## src/rtl/tmr_pkg.sv

```systemverilog
package tmr_pkg;
    localparam logic [31:0] TMR_CAUSE      = 32'h0080_8000;
    localparam logic [31:0] GATE_MASK      = 32'h0001_0007;
    localparam logic [31:0] GATE_MATCH     = 32'h0001_0001;
    localparam int          TMR_ENABLE_BIT = 15;
endpackage

```

## src/rtl/tmr_counter.sv

```systemverilog
module tmr_counter #(
    parameter int CNT_W = 32
) (
    input  logic             clk,
    input  logic             rst_n,
    input  logic             en,
    output logic [CNT_W-1:0] cnt_o
);
    logic [CNT_W-1:0] cnt_d, cnt_q;

    always_comb begin
        cnt_d = cnt_q;
        if (en) cnt_d = cnt_q + 1'b1;
    end

    always_ff @(posedge clk or negedge rst_n) begin
        if (!rst_n) cnt_q <= '0;
        else        cnt_q <= cnt_d;
    end

    assign cnt_o = cnt_q;
endmodule

```

## src/rtl/tmr_window.sv

```systemverilog
module tmr_window #(
    parameter int CNT_W  = 32,
    parameter int WINDOW = 1000
) (
    input  logic [CNT_W-1:0] cnt_i,
    input  logic [CNT_W-1:0] cmp_i,
    output logic             hit_o
);
    localparam logic [CNT_W-1:0] WIN_LIM = CNT_W'(WINDOW);
    logic [CNT_W-1:0] offset;

    always_comb begin
        offset = cnt_i - cmp_i;
        hit_o  = (offset < WIN_LIM);
    end
endmodule

```

## src/rtl/tmr_gate.sv

```systemverilog
module tmr_gate
    import tmr_pkg::*;
(
    input  logic [31:0] status_i,
    output logic        arm_o
);
    always_comb begin
        arm_o = ((status_i & GATE_MASK) == GATE_MATCH) && status_i[TMR_ENABLE_BIT];
    end
endmodule

```

## src/rtl/cc_timer.sv

```systemverilog
module cc_timer
    import tmr_pkg::*;
#(
    parameter int CNT_W  = 32,
    parameter int WINDOW = 1000
) (
    input  logic             clk,
    input  logic             rst_n,
    input  logic             adv_en,
    input  logic             cmp_wr,
    input  logic [CNT_W-1:0] cmp_wdata,
    input  logic [31:0]      status,
    output logic [CNT_W-1:0] count,
    output logic [CNT_W-1:0] compare,
    output logic             irq,
    output logic [31:0]      cause
);
    typedef struct packed {
        logic [CNT_W-1:0] cmp;
        logic             pend;
    } tmr_state_t;

    tmr_state_t st_d, st_q;
    logic [CNT_W-1:0] cnt_w;
    logic             hit_w;
    logic             arm_w;

    tmr_counter #(.CNT_W(CNT_W)) u_cnt (
        .clk   (clk),
        .rst_n (rst_n),
        .en    (adv_en),
        .cnt_o (cnt_w)
    );

    tmr_window #(.CNT_W(CNT_W), .WINDOW(WINDOW)) u_win (
        .cnt_i (cnt_w),
        .cmp_i (st_q.cmp),
        .hit_o (hit_w)
    );

    tmr_gate u_gate (
        .status_i (status),
        .arm_o    (arm_w)
    );

    always_comb begin
        st_d = st_q;
        if (cmp_wr) begin
            st_d.cmp  = cmp_wdata;
            st_d.pend = 1'b0;
        end else if (arm_w && hit_w) begin
            st_d.pend = 1'b1;
        end
    end

    always_ff @(posedge clk or negedge rst_n) begin
        if (!rst_n) st_q <= '0;
        else        st_q <= st_d;
    end

    assign count   = cnt_w;
    assign compare = st_q.cmp;
    assign irq     = st_q.pend;
    assign cause   = st_q.pend ? TMR_CAUSE : 32'h0;
endmodule

```

## config.mk

```make
export PLATFORM = sky130hd
export DESIGN_NAME = cc_timer
export DESIGN_NICKNAME = d
export VERILOG_FILES = /design/src/rtl/tmr_pkg.sv /design/src/rtl/tmr_counter.sv /design/src/rtl/tmr_window.sv /design/src/rtl/tmr_gate.sv /design/src/rtl/cc_timer.sv
export SDC_FILE = /design/constraint.sdc
export NUM_CORES = 1
export LEC_CHECK = 0
export BUFFER_PORTS_ARGS = -buffer_cell sky130_fd_sc_hd__buf_2
export CORE_MARGIN = 2
export CORE_UTILIZATION = 40
export CTS_CLUSTER_SIZE = 16
export DETAILED_ROUTE_END_ITERATION = 10
export PLACE_DENSITY = 0.71
export SLEW_MARGIN = 20
export SYNTH_ARGS = -nofsm -noshare
export SYNTH_HDL_FRONTEND = slang
export SYNTH_SLANG_ARGS = --single-unit
```

## constraint.sdc

```tcl
create_clock -name clk -period 2.95 [get_ports clk]
set_input_delay 0.59 -clock clk [delete_from_list [all_inputs] [get_ports clk]]
set_output_delay 0.59 -clock clk [all_outputs]
set_load 0.005 [all_outputs]
```

==> flow_summary.ini <==
[drt]
drt_iter0_drc = 243
wirelength_um = 13000
ant_nets = 0
avgRoutedWirePerCell_um = 14.4
via_count = 4726
viasPerCell = 5.22
dr.pass1.iters = 4
drc = 0

[global_routing]
grtUsageTotal_pct = 19.4
grt_pass1_wl_um = 20700
grt_overflow = 0
gr-usage-met2_pct = 30.6
grt_max_degree = 64
grt-busiest-layer = met2
antenna_found_initial = 0
use_met3_pct = 4.36
grt_pass1_vias = 4315
grt_util_met1_pct = 25.7

[final_layout]
utilization_pct = 49.6
drive_gt1_share_pct = 27.0
seq_area_um2 = 1630
multi_input_area_um2 = 3150
antenna_cells = 0
nets = 828
fill_cells = 1234
final_cell_mix = buf_2 (107), nand2_1 (70), dfrtp_1 (65)
final_common_cell = buf_2
area_growth_pct = 22.3
instances_no_fill = 905

[floorplanning]
dieHeight_um = 117
initial_core_util_pct = 40.5
fp.dieW_um = 117
ios = 165
core_region_area_um2 = 12500
rows = 41
fp.dieArea_um2 = 13600

[pwr]
power.leakage_nw = 3.07
powerDensity_nw_per_um2 = 494
ir_worst_vdd_v = 0.000317

[worst_setup_path]
r2r_slack_ns = 0.15
worstSetupPathType = flop to flop
cp-end-kind = flop
crit_slowest_cell = dfrtp_1
critical_path.cell_chain = ha_1 > buf_4 > nand4_1 > nor2_1 > o2bb2ai_2 > a21oi_4 > a211oi_1 > or3_1 > a221oi_2 > nand4_1 > o21ai_2
crit_family = compound AO/OA/AOI/OAI gates
worstSetupStartpointType = flop
critPathRequiredTime_ns = 3.21
crit_buf_inv = 1
cpMostUsedCell = nand4_1
slowest_delay_ns = 0.43
cp_max_fo = 9
arrival_ns = 3.06
rr_startpoint = u_cnt.cnt_o[13]
worstRegToRegCells = 11
rr_endpoint = irq

[logic_synthesis]
synth-edff-count = 0
synthFlopType = dfrtp_1
yosysWarnings = 0
synth.cell_area_um2 = 5070
ys_seq_area_share_pct = 32.1
synth-seq-cells = 65
async_reset_ff_share_pct = 100
syn_area_per_cell_um2 = 8.44
netlist_instances = 601
yosysUniqueCellTypes = 74

[sta]
fmax_ghz = 0.358
setup_viol_count_final = 0
fin_skew_ns = 0.00651
fin_crit_sh_pct = 94.8
worst_pin_slew_ns = 0.545
period_minus_slack_ns = 2.80
tns_ns = 0
slew_headroom_pct = 63.7
finalMaxSlewViolations = 0
hold-worst-slack_ns = 0.121
setup_ws_ns = 0.154
hold_violations = 0

[placement]
io_buffers = 107
hpwlAfterDp_um = 10100
dp.cells = 886
gp_congestion = 0.895
place_ws_ns = 0.112

[cts]
clk_latency_ns = 0.34
cts_tree = yes
root_buffer = clkbuf_16
cts_max_path_buffers = 2
clock_sinks = 65
cts_buffers = 9
htreeDepth = 3
path_clk_slew_ns = 0.05

[worst_hold_path]
min_path_type = input pin to asynchronous set/reset pin

[status]
outcome = complete, no violations

[job]
maxCapViolCount = 0
==> registers in the layout, indices dropped and copies added (netlist names) <==
name         count
irq              1
u_cnt.cnt_o     32
compare         32
==> synthesized netlist by cell type (all sizes together) (6+ instances only) <==
master | count | area [um2]
clkbuf | 21 | 98.9
and3 | 8 | 56.3
nand2 | 70 | 263
a21oi | 34 | 193
nand3 | 24 | 120
ha | 31 | 388
nor2 | 25 | 93.8
inv | 39 | 146
xnor2 | 29 | 254
dfrtp | 65 | 1630
o21ai | 53 | 269
a211oi | 9 | 72.6
and2 | 8 | 51.3
buf | 34 | 259
o22ai | 7 | 43.8
xor2 | 14 | 123
nand4 | 19 | 119
and4 | 6 | 53.8
a21o | 10 | 77.6
nor3 | 11 | 55.1
==> where the power goes <==
part / internal (mW) / switching, mW
logic: 0.466 / 0.589
clock network: 0.584 / 0.383
registers: 0.980 / 0.0653
total: 2.03 / 1.04
==> metal layers <==
| layer | wire, um | up-vias |
|---|---|---|
| li1 | - | 2350 |
| met1 | 5960 | 2213 |
| met2 | 6100 | 138 |
| met3 | 624 | 25 |
| met4 | 349 | 0 |
| met5 | 0 | - |
==> cell type report <==
| cell class | instances | share of cell area, % |
|---|---|---|
| inverters | 39 | 2.36 |
| well taps | 172 | 3.47 |
| clock inverters | 3 | 0.282 |
| clock buffers | 12 | 3.97 |
| multi-input cells | 472 | 50.8 |
| repair buffers | 142 | 12.9 |
| flip-flops and latches | 65 | 26.2 |
==> cells by family after synthesis <==
family | synth area share, %
muxes | 1.26
AOI/OAI and AO/OA | 21.6
adders and majority gates | 7.65
other | 0.0740
and+or+nand+nor | 19.9
buffers and inverters | 9.95
xor gates and xnor gates | 7.43
DFF | 32.1
==> what timing repair did <==
item | CTS | global route
endpoints found under the setup margin | 0 | 1
buffers inserted | 0 | 3
gates resized for setup | 0 | 19
hold buffers | 0 | 0
==> worst register-to-register path: stages (launching register included) <==
cell	delay (ns)
dfrtp_1	0.43
ha_1	0.39
buf_4	0.19
nand4_1	0.19
nor2_1	0.10
o2bb2ai_2	0.18
a21oi_4	0.25
a211oi_1	0.13
or3_1	0.34
a221oi_2	0.30
nand4_1	0.15
o21ai_2	0.09
==> worst max path at each step <==
| stage | startpoint | to | cells after the start |
|---|---|---|---|
| 2_1_floorplan | u_cnt.cnt_o[7] | irq | 10 |
| 3_3_place_gp | u_cnt.cnt_o[6] | irq | 10 |
| 3_5_place_dp | u_cnt.cnt_o[13] | irq | 10 |
| 4_1_cts | u_cnt.cnt_o[6] | irq | 10 |
| 5_1_grt | compare[6] | irq | 11 |
| 6_report | u_cnt.cnt_o[13] | irq | 11 |
==> through the flow <==
stage	total power, mW	area (um2)
after floorplan	1.77	5180
after global placement	2.07	5810
after detailed placement	2.09	5810
after CTS	3.08	6080
after global routing	3.28	6200
final	3.07	6200
(Power assumes the default switching activity.)
